--- src/rtl/desc_ring_pkg.sv ---
package desc_ring_pkg;

  typedef enum logic [2:0] {
    RA_SIZE    = 3'd0,
    RA_FMT     = 3'd1,
    RA_NEXT    = 3'd2,
    RA_POST    = 3'd3,
    RA_DONE    = 3'd4,
    RA_RELEASE = 3'd5,
    RA_LEVEL   = 3'd6,
    RA_RUN     = 3'd7
  } reg_addr_e;

  localparam logic [2:0] FMT_SMALL = 3'd1;  // 32-byte slots
  localparam logic [2:0] FMT_LARGE = 3'd7;  // 128-byte slots

  // advance a ring index by n, with idx < size and n <= size
  function automatic logic [31:0] ring_step(input logic [31:0] idx,
                                            input logic [31:0] n,
                                            input logic [31:0] size);
    logic [31:0] s;
    s = idx + n;
    if (s >= size) s = s - size;
    return s;
  endfunction

endpackage

--- src/rtl/ring_cfg.sv ---
module ring_cfg
  import desc_ring_pkg::*;
#(
  parameter int IDX_W       = 14,
  parameter int CNT_W       = IDX_W + 1,
  parameter int RESET_SLOTS = 1024
) (
  input  logic             clk,
  input  logic             rst_n,
  input  logic             wr_en,
  input  reg_addr_e        wr_addr,
  input  logic [31:0]      wr_data,
  input  logic             ring_empty,
  output logic [CNT_W-1:0] slots,
  output logic [2:0]       fmt,
  output logic [CNT_W-1:0] level,
  output logic             run,
  output logic             clear,
  output logic             reject
);

  localparam logic [CNT_W-1:0] CAP_SMALL = CNT_W'(1) << IDX_W;
  localparam logic [CNT_W-1:0] CAP_LARGE = CNT_W'(1) << (IDX_W - 2);

  function automatic logic [CNT_W-1:0] cap_of(input logic [2:0] code);
    return (code == FMT_SMALL) ? CAP_SMALL : CAP_LARGE;
  endfunction

  logic [CNT_W-1:0] new_size;
  logic [2:0]       new_fmt;
  logic             size_hit, fmt_hit, size_ok, fmt_ok;

  assign new_size = wr_data[CNT_W-1:0];
  assign new_fmt  = wr_data[2:0];
  assign size_hit = wr_en && (wr_addr == RA_SIZE);
  assign fmt_hit  = wr_en && (wr_addr == RA_FMT);

  assign size_ok = (wr_data[31:CNT_W] == '0) && (new_size != '0) &&
                   (new_size <= cap_of(fmt)) && ring_empty;
  assign fmt_ok  = (wr_data[31:3] == '0) &&
                   ((new_fmt == FMT_SMALL) || (new_fmt == FMT_LARGE)) &&
                   (slots <= cap_of(new_fmt)) && ring_empty;

  assign clear  = size_hit && size_ok;
  assign reject = (size_hit && !size_ok) || (fmt_hit && !fmt_ok);

  always_ff @(posedge clk or negedge rst_n) begin
    if (!rst_n) begin
      slots <= CNT_W'(RESET_SLOTS);
      fmt   <= FMT_LARGE;
      level <= '0;
      run   <= 1'b0;
    end else begin
      if (size_hit && size_ok) slots <= new_size;
      if (fmt_hit && fmt_ok)   fmt   <= new_fmt;
      if (wr_en && (wr_addr == RA_LEVEL)) level <= wr_data[CNT_W-1:0];
      if (wr_en && (wr_addr == RA_RUN))   run   <= (wr_data == 32'd0);
    end
  end

  assert_slots_capped_R2: assert property (@(posedge clk) disable iff (!rst_n)
    (slots != '0) && (slots <= cap_of(fmt)));

endmodule

--- src/rtl/ring_ptrs.sv ---
module ring_ptrs
  import desc_ring_pkg::*;
#(
  parameter int IDX_W = 14,
  parameter int CNT_W = IDX_W + 1
) (
  input  logic             clk,
  input  logic             rst_n,
  input  logic [CNT_W-1:0] slots,
  input  logic             clear,
  input  logic             post_en,
  input  logic             rel_en,
  input  logic [CNT_W-1:0] count,
  input  logic             hs,
  input  logic             busy,
  input  logic             done_ok,
  output logic [IDX_W-1:0] wr_idx,
  output logic [IDX_W-1:0] rd_idx,
  output logic [CNT_W-1:0] queued,
  output logic [CNT_W-1:0] done_cnt,
  output logic             reject,
  output logic             empty
);

  localparam int SUM_W = CNT_W + 2;

  logic [SUM_W-1:0] outst;
  logic             post_acc, rel_acc;
  logic [31:0]      wr_nxt, rd_nxt;

  assign outst    = SUM_W'(queued) + SUM_W'(busy) + SUM_W'(done_cnt);
  assign post_acc = post_en && ((outst + SUM_W'(count)) <= SUM_W'(slots));
  assign rel_acc  = rel_en && (count <= done_cnt);
  assign reject   = (post_en && !post_acc) || (rel_en && !rel_acc);
  assign empty    = (outst == '0);

  assign wr_nxt = ring_step(32'(wr_idx), 32'(count), 32'(slots));
  assign rd_nxt = ring_step(32'(rd_idx), 32'(count), 32'(slots));

  always_ff @(posedge clk or negedge rst_n) begin
    if (!rst_n) begin
      wr_idx   <= '0;
      rd_idx   <= '0;
      queued   <= '0;
      done_cnt <= '0;
    end else if (clear) begin
      wr_idx   <= '0;
      rd_idx   <= '0;
      queued   <= '0;
      done_cnt <= '0;
    end else begin
      if (post_acc) wr_idx <= wr_nxt[IDX_W-1:0];
      if (rel_acc)  rd_idx <= rd_nxt[IDX_W-1:0];
      queued   <= queued + (post_acc ? count : '0) - CNT_W'(hs);
      done_cnt <= done_cnt + CNT_W'(done_ok) - (rel_acc ? count : '0);
    end
  end

  assert_no_overflow_R5: assert property (@(posedge clk) disable iff (!rst_n)
    outst <= SUM_W'(slots));

  assert_idx_range_R5: assert property (@(posedge clk) disable iff (!rst_n)
    (CNT_W'(wr_idx) < slots) && (CNT_W'(rd_idx) < slots));

  assert_release_guard_R10: assert property (@(posedge clk) disable iff (!rst_n)
    (rel_en && (count > done_cnt) && !clear) |=> (done_cnt >= $past(done_cnt)));

endmodule

--- src/rtl/ring_issue.sv ---
module ring_issue
  import desc_ring_pkg::*;
#(
  parameter int IDX_W = 14,
  parameter int CNT_W = IDX_W + 1
) (
  input  logic             clk,
  input  logic             rst_n,
  input  logic [CNT_W-1:0] slots,
  input  logic             clear,
  input  logic             run,
  input  logic [CNT_W-1:0] queued,
  input  logic             ready,
  input  logic             done_in,
  output logic             valid,
  output logic [IDX_W-1:0] slot,
  output logic             busy,
  output logic             hs,
  output logic             done_ok
);

  logic [31:0] slot_nxt;

  assign hs       = valid && ready;
  assign done_ok  = done_in && busy;
  assign slot_nxt = ring_step(32'(slot), 32'd1, 32'(slots));

  always_ff @(posedge clk or negedge rst_n) begin
    if (!rst_n) begin
      valid <= 1'b0;
      busy  <= 1'b0;
      slot  <= '0;
    end else begin
      if (clear) slot <= '0;
      if (hs) begin
        valid <= 1'b0;
        busy  <= 1'b1;
        slot  <= slot_nxt[IDX_W-1:0];
      end else if (!valid && !busy && run && (queued != '0)) begin
        valid <= 1'b1;
      end
      if (done_ok) busy <= 1'b0;
    end
  end

  assert_offer_hold_R6: assert property (@(posedge clk) disable iff (!rst_n)
    (valid && !ready) |=> (valid && $stable(slot)));

  assert_stopped_quiet_R7: assert property (@(posedge clk) disable iff (!rst_n)
    (!run && !valid) |=> !valid);

endmodule

--- src/rtl/desc_ring_ctrl.sv ---
module desc_ring_ctrl
  import desc_ring_pkg::*;
#(
  parameter int IDX_W       = 14,
  parameter int RESET_SLOTS = 1024
) (
  input  logic             clk,
  input  logic             rst_n,
  input  logic             reg_wr,
  input  logic [2:0]       reg_addr,
  input  logic [31:0]      reg_wdata,
  output logic [31:0]      reg_rdata,
  output logic             desc_valid,
  output logic [IDX_W-1:0] desc_slot,
  input  logic             desc_ready,
  input  logic             desc_done,
  output logic             irq
);

  localparam int CNT_W = IDX_W + 1;

  reg_addr_e        addr_e;
  logic [CNT_W-1:0] slots, level, queued, done_cnt;
  logic [2:0]       fmt;
  logic             run, clear, cfg_rej, ptr_rej, empty;
  logic [IDX_W-1:0] wr_idx, rd_idx;
  logic             hs, busy, done_ok, err;

  assign addr_e = reg_addr_e'(reg_addr);

  ring_cfg #(.IDX_W(IDX_W), .CNT_W(CNT_W), .RESET_SLOTS(RESET_SLOTS)) u_cfg (
    .clk(clk), .rst_n(rst_n), .wr_en(reg_wr), .wr_addr(addr_e),
    .wr_data(reg_wdata), .ring_empty(empty), .slots(slots), .fmt(fmt),
    .level(level), .run(run), .clear(clear), .reject(cfg_rej));

  ring_ptrs #(.IDX_W(IDX_W), .CNT_W(CNT_W)) u_ptrs (
    .clk(clk), .rst_n(rst_n), .slots(slots), .clear(clear),
    .post_en(reg_wr && (addr_e == RA_POST)),
    .rel_en(reg_wr && (addr_e == RA_RELEASE)),
    .count(reg_wdata[CNT_W-1:0]), .hs(hs), .busy(busy), .done_ok(done_ok),
    .wr_idx(wr_idx), .rd_idx(rd_idx), .queued(queued), .done_cnt(done_cnt),
    .reject(ptr_rej), .empty(empty));

  ring_issue #(.IDX_W(IDX_W), .CNT_W(CNT_W)) u_issue (
    .clk(clk), .rst_n(rst_n), .slots(slots), .clear(clear), .run(run),
    .queued(queued), .ready(desc_ready), .done_in(desc_done),
    .valid(desc_valid), .slot(desc_slot), .busy(busy), .hs(hs),
    .done_ok(done_ok));

  always_ff @(posedge clk or negedge rst_n) begin
    if (!rst_n) err <= 1'b0;
    else        err <= err | cfg_rej | ptr_rej;
  end

  assign irq = (done_cnt != '0) && (done_cnt > level);

  always_comb begin
    reg_rdata = '0;
    case (addr_e)
      RA_SIZE:  reg_rdata[CNT_W-1:0] = slots;
      RA_FMT:   reg_rdata[2:0] = fmt;
      RA_NEXT:  reg_rdata[16 +: IDX_W] = wr_idx;
      RA_DONE: begin
        reg_rdata[CNT_W-1:0]   = done_cnt;
        reg_rdata[16 +: IDX_W] = rd_idx;
      end
      RA_LEVEL: reg_rdata[CNT_W-1:0] = level;
      RA_RUN:   reg_rdata[1:0] = {err, run};
      default:  reg_rdata = '0;
    endcase
  end

  assert_err_sticky_R12: assert property (@(posedge clk) disable iff (!rst_n)
    err |=> err);

endmodule

--- config.mk ---
export PLATFORM = sky130hd
export DESIGN_NAME = desc_ring_ctrl
export DESIGN_NICKNAME = d
export VERILOG_FILES = /design/src/rtl/desc_ring_pkg.sv /design/src/rtl/ring_cfg.sv /design/src/rtl/ring_ptrs.sv /design/src/rtl/ring_issue.sv /design/src/rtl/desc_ring_ctrl.sv
export SDC_FILE = /design/constraint.sdc
export NUM_CORES = 1
export LEC_CHECK = 0
export BUFFER_PORTS_ARGS = -buffer_cell sky130_fd_sc_hd__buf_4
export CAP_MARGIN = 10
export CELL_PAD_IN_SITES_DETAIL_PLACEMENT = 0
export CELL_PAD_IN_SITES_GLOBAL_PLACEMENT = 2
export CORE_ASPECT_RATIO = 0.75
export CORE_UTILIZATION = 38
export CTS_CLUSTER_SIZE = 16
export DETAILED_ROUTE_END_ITERATION = 8
export MAX_ROUTING_LAYER = met4
export PLACE_DENSITY_LB_ADDON = 0.1
export RECOVER_POWER = 25
export SETUP_SLACK_MARGIN = 0.5
export SYNTH_ARGS = -nofsm -noshare
export SYNTH_HDL_FRONTEND = slang
export SYNTH_SLANG_ARGS = --single-unit
export TNS_END_PERCENT = 10
--- constraint.sdc ---
create_clock -name clk -period 9.9 [get_ports clk]
set_input_delay 0 -clock clk [delete_from_list [all_inputs] [get_ports clk]]
set_output_delay 0 -clock clk [all_outputs]
set_load 0.01 [all_outputs]
Yosys cells after proc, flatten, opt, wreduce, memory -nomap -nowiden
Cells that the tools add are included.
{"block": "classes", "n_addsub": 13, "order_cmp": 8, "eq_ne": 10, "n_mux": 23, "bitwise": 2, "n_reduce_logical": 48}
{"cell": "$mux W14", "count": 9}
{"cell": "$mux W15", "count": 6}
{"cell": "$le A15 B15 Y1", "count": 3}
{"cell": "$reduce_bool A15 Y1", "count": 3}
{"cell": "$sub A14 B14 Y14", "count": 3}
{"cell": "$pmux W12 S3", "count": 1}
{"cell": "$add A17 B15 Y17", "count": 2}
{"cell": "$logic_not A17 Y1", "count": 2}
{"cell": "$add A14 B15 Y16", "count": 2}
{"cell": "$ge A16 B15 Y1", "count": 2}
{"cell": "$logic_not A32 Y1", "count": 1}
{"cell": "$logic_not A29 Y1", "count": 1}
{"cell": "$pmux W14 S2", "count": 1}
{"cell": "$logic_and A1 B1 Y1", "count": 26}
{"cell": "$le A17 B15 Y1", "count": 1}
{"cell": "$add A15 B1 Y16", "count": 1}
{"cell": "$add A14 B1 Y15 const B", "count": 1}
{"cell": "$add A15 B1 Y15", "count": 1}
{"cell": "$add A15 B15 Y15", "count": 1}
{"cell": "$eq A3 B3 Y1 const B", "count": 5}
{"cell": "$ge A15 B15 Y1", "count": 1}
{"cell": "$gt A15 B15 Y1", "count": 1}
{"cell": "$sub A15 B1 Y15", "count": 1}
{"cell": "$sub A15 B15 Y15", "count": 1}
{"cell": "10 further kinds", "count": 28}
{"block": "totals", "reg_bits": 109, "inputBits": 40, "out_inout_bits": 48, "elab_cells": 116}

Logic depth before layout (Yosys ltp)
{"block": "depth", "depth_word": 10, "ltp_mapped": 42, "mapped_depth_nobuf": 40}

By module
Synthesis repeated with hierarchy kept, for this count alone.
{"block": "unflattened", "hier_cells": 1665, "hier_area_um2": 13666.9}
{"module": "ring_ptrs", "n_inst": 1, "cells_per_inst": 1116, "area_each_um2": 8897.3, "seq_area_each_um2": 1451.4}
{"module": "ring_issue", "n_inst": 1, "cells_per_inst": 250, "area_each_um2": 1960.6, "seq_area_each_um2": 400.4}
{"module": "ring_cfg", "n_inst": 1, "cells_per_inst": 124, "area_each_um2": 1600.3, "seq_area_each_um2": 855.8}
{"module": "desc_ring_ctrl", "n_inst": 1, "cells_per_inst": 175, "area_each_um2": 1208.7, "seq_area_each_um2": 25.0}

Worst setup path before layout
No wires, ideal clock.
{"block": "synth_path", "path_kind": "register -> register", "startpoint": "reg u_issue.busy", "endpoint": "reg u_ptrs.queued[13]", "setup_time_ps": 124, "arrival_time_ps": 7803, "t_required_ps": 9776, "setup_slack_ps": 1973, "stages_incl_launch_ff": 40, "n_path_buf": 2, "synth_period_minus_slack_ps": 7927, "path_cell_list": "dfrtp_1 ha_1 ha_1 xor2_1 ha_1 and3_1 a221oi_1 xor2_1 inv_1 ha_1 or3_1 o21ai_0 o31ai_1 a21o_1 a21oi_1 xnor2_1 ha_1 nand4_1 (+4 left out) inv_1 o41ai_1 o21a_1 buf_2 buf_2 nand2_1 ha_1 inv_1 ha_1 a21o_1 a21oi_1 nor2b_1 o21a_1 o311ai_0 a311oi_1 o21ai_0 nand3_1 nor3b_1"}
{"block": "synth_via", "elab_chain_len": 9, "word_cells_on_any_way": 12, "cone_classes": "add/sub (5); order compare (1); mux (2); reduce/logical (4)"}
{"element": "start: declaration", "line": "ring_issue.sv:17", "source": "output logic busy,"}
{"element": "start signal: assignment", "line": "ring_issue.sv:31", "source": "busy <= 1'b0;"}
{"element": "start signal: assignment", "line": "ring_issue.sv:37", "source": "busy <= 1'b1;"}
{"element": "start signal: assignment", "line": "ring_issue.sv:42", "source": "if (done_ok) busy <= 1'b0;"}
{"element": "$add A15 B1 Y16 (*)", "line": "ring_ptrs.sv:31", "source": "assign outst = SUM_W'(queued) + SUM_W'(busy) + SUM_W'(done_cnt);"}
{"element": "$add A17 B15 Y17 (*)", "line": "ring_ptrs.sv:31"}
{"element": "$add A17 B15 Y17", "line": "ring_ptrs.sv:32", "source": "assign post_acc = post_en && ((outst + SUM_W'(count)) <= SUM_W'(slots));"}
{"element": "$le A17 B15 Y1", "line": "ring_ptrs.sv:32"}
{"element": "$logic_and A1 B1 Y1", "line": "ring_ptrs.sv:32"}
{"element": "$mux W15", "line": "ring_ptrs.sv:54", "source": "queued <= queued + (post_acc ? count : '0) - CNT_W'(hs);"}
{"element": "$add A15 B15 Y15", "line": "ring_ptrs.sv:54"}
{"element": "$sub A15 B1 Y15", "line": "ring_ptrs.sv:54"}
{"element": "$mux W15 (*)", "line": "ring_ptrs.sv:46", "source": "end else if (clear) begin"}
{"element": "end signal: assignment", "line": "ring_ptrs.sv:54"}
{"element": "end: declaration", "line": "ring_ptrs.sv:19", "source": "output logic [CNT_W-1:0] queued,"}
Every way passes the cells marked *; elsewhere a longest branch is shown, timed or not.
A chain may end at the register's enable or synchronous reset.

Worst setup path in the final report
{"block": "layout_path", "startpoint": "reg u_issue.busy", "endpoint": "reg u_ptrs.queued[14]"}
Same word-level chain as after synthesis.

==> results.cfg <==
[run_status]
status = finished with violations
violations = DRC, capacitance limit, slew limit

[run]
maxCapViolCount = 1

[synthesis]
synth_area_per_cell_um2 = 7.92
synth-seq-area-share_pct = 20.1
async_reset_ff_share_pct = 100
yosysUniqueCellTypes = 66
synth_edf_count = 0
synth.cell_area_um2 = 13600
syn_inst = 1714
ys.flop_type = dfrtp_1
ys_ff_latch = 109
synth-warning-count = 0

[timing]
min_period_over_period_pct = 88.1
period_needed_ns = 8.72
max_freq_mhz = 115
fin_tns_setup_ns = 0
fin_skew_ns = 0.00821
setup_viol = 0
rsz0062_at_grt = no
timing.final.max_slew_violations = 51
hold_viol_final = 0
tightest_slew_ns = 3.06
slew_headroom_pct = -104

[clocking]
post_cts_buffers = 0
cts_max_level = 3
cts_tree = done
root_buffer = clkbuf_16
insertion_delay_ns = 0.39
clkSinkCount = 109
cts_buffers = 9
clockBufferDepth = 2
path_clk_slew_ns = 0.08

[drt]
via_count = 12700
drc = 11
avgViaCountPerCell = 5.65
wl_per_cell_um = 20.6
antenna_left = 0
drt-initial-drc-count = 880
first_pass_iters = 8
wirelength_mm = 46.4

[critical_path]
worst-path-buf-inv = 3
cpPeakStageDelay_ns = 0.47
critical_path.most_common_cell = ha_1
slowest_stage = nor4_1
path_class = register to register
crit_arrival_ns = 9.03
cp-end-kind = register
crit_required_ns = 10.22
critPathLaunchType = register
critical_path.max_fanout = 10
cp_top_family = compound AO/OA/AOI/OAI gates

[global_routing]
grt_pass1_vias = 12200
busiest_layer = met1
met3_usage_pct = 4.28
antenna_found_initial = 1
grt_pass1_wl_mm = 71.7
use_met1_pct = 39.8
grt_overflow = 0
grt_util_all_layers_pct = 26.7
grtUsageMet2_pct = 37.5
grt_max_degree = 61

[placed_design]
placed_cell_area_um2 = 14700
dp.cells = 2219
hpwl_mm = 35.6
gp_congestion = 0.894
portBuffers = 84

[floorplan]
rows = 59
die-area_um2 = 36500
io_pins = 88
core-area_um2 = 34900
die_w_um = 220
start_util_pct = 38.9
fp.dieH_um = 166

[layout]
drive_gt1_share_pct = 7.65
finalNonFillerCells = 2249
finalInstanceArea_um2 = 15100
area_growth_pct = 11.1
fill_cells = 3624
antenna_cells = 0
nNetsFinal = 2047
final_core_util_pct = 43.2

[worst_hold_path]
hold_class = input port to register
[cells in the final DEF (no fill, tap or decap), types with 10 or more instances in the layout]
cell,count
nand3_1,57
nand4_1,24
mux2i_1,57
inv_1,147
dlygate4sd3_1,14
mux2_2,15
o21a_1,34
nand2b_1,16
nor3_1,55
o2bb2ai_1,10
xnor2_1,81
ha_1,211
o31ai_1,12
o211ai_1,11
nand2_1,166
a21o_1,32
nor4_1,27
a22o_1,12
a22oi_1,20
a211oi_1,13
o21ai_0,85
or3_1,18
nor2b_1,22
xor2_1,33
buf_4,77
clkbuf_1,18
a21oi_1,104
and3_1,13
dfrtp_1,105
a31oi_1,13
nor2_1,140
or2_2,13
[worst paths after layout]
kind,startpoint,slack (ns),cells past startpoint,endpoint
worst min register to register,u_cfg.slots[10],0.47,2,u_cfg.slots[10]
min in group asynchronous,rst_n,1.16,2,u_cfg.level[8]
worst min-delay path,reg_wdata[29],0.02,4,u_cfg.run
max in group asynchronous,rst_n,6.55,3,u_issue.slot[3]
worst max register to register,u_issue.busy,1.18,38,u_ptrs.queued[14]
worst max-delay path,u_issue.busy,1.18,38,u_ptrs.queued[14]
[timing repair]
action | in CTS | in global routing
hold endpoints to repair | 62 | 0
hold buffers | 14 | 0
endpoints found under the setup margin | 0 | 5
resized for setup | 0 | 8
[layout make-up]
type,instances,area (um2),area share [%]
Clock buffer,11,243,1.61
Clock inverter,5,58.8,0.390
Timing Repair Buffer,108,782,5.19
Tap cell,457,572,3.79
Sequential cell,109,2730,18.1
Multi-Input combinational cell,1412,10100,67.2
Inverter,147,552,3.66
[cell usage after synthesis, types with 27 or more instances]
cell	count	share of area, %
clkbuf_1	27	0.75
ha_1	211	19
nand3_1	57	2.1
mux2i_1	57	4.2
a21o_1	32	1.8
dfrtp_1	105	19
nand2_1	166	4.6
o21a_1	35	1.9
o21ai_0	85	3.1
nor4_1	30	1.4
nor2_1	140	3.9
inv_1	147	4.1
xnor2_1	81	5.2
xor2_1	33	2.1
a21oi_1	104	3.8
nor3_1	57	2.1
[metrics by stage]
step	worst slack, ns	hold slack [ns]
2_1_floorplan	1.97	-0.296
5_1_grt	0.510	0.0358
3_3_place_gp	1.10	0.0915
6_report	1.18	0.0202
3_5_place_dp	0.901	0.106
4_1_cts	0.848	0.00654
[registers in the layout, indices dropped and copies added (netlist names)]
signal and cells:
u_cfg.level 15, u_issue.busy 1, u_cfg.fmt 3, u_cfg.run 1
u_issue.slot 14, u_issue.valid 1, u_cfg.slots 15, u_ptrs.wr_idx 14
err 1, u_ptrs.done_cnt 15, u_ptrs.rd_idx 14, u_ptrs.queued 15
[per-layer routing]
metal	up-vias	routed length [um]
met4	0	678
met5	-	0
li1	6341	-
met3	37	2580
met1	6045	24500
met2	291	18600
[worst reg2reg max path, delay by kind of cell, from the launching register on]
kind | cells | cell delay, ns
AOI/OAI and AO/OA | 13 | 3.37
xor gates and xnor gates | 3 | 0.45
adders and majority gates | 7 | 2.07
buffers and inverters | 3 | 0.23
DFF | 1 | 0.40
muxes | 1 | 0.15
and+or+nand+nor | 11 | 1.96
[cells by family (layout without fill, tap and decap cells)]
logic type / after synthesis / after routing / share of synthesized area (%)
other: 1 / 3 / 0.0276
AO/OA/AOI/OAI: 420 / 420 / 20.2
flip-flops: 109 / 109 / 20.1
adder cells (fa/ha/maj): 220 / 220 / 20.8
buffers and inverters: 195 / 271 / 5.61
XOR/XNOR: 114 / 114 / 7.35
multiplexers: 72 / 72 / 5.45
AND/OR/NAND/NOR: 583 / 583 / 20.5
Power is left out: the tool's default activity adds up to more than one toggle a clock period on the data nets, which glitch-free logic cannot reach.
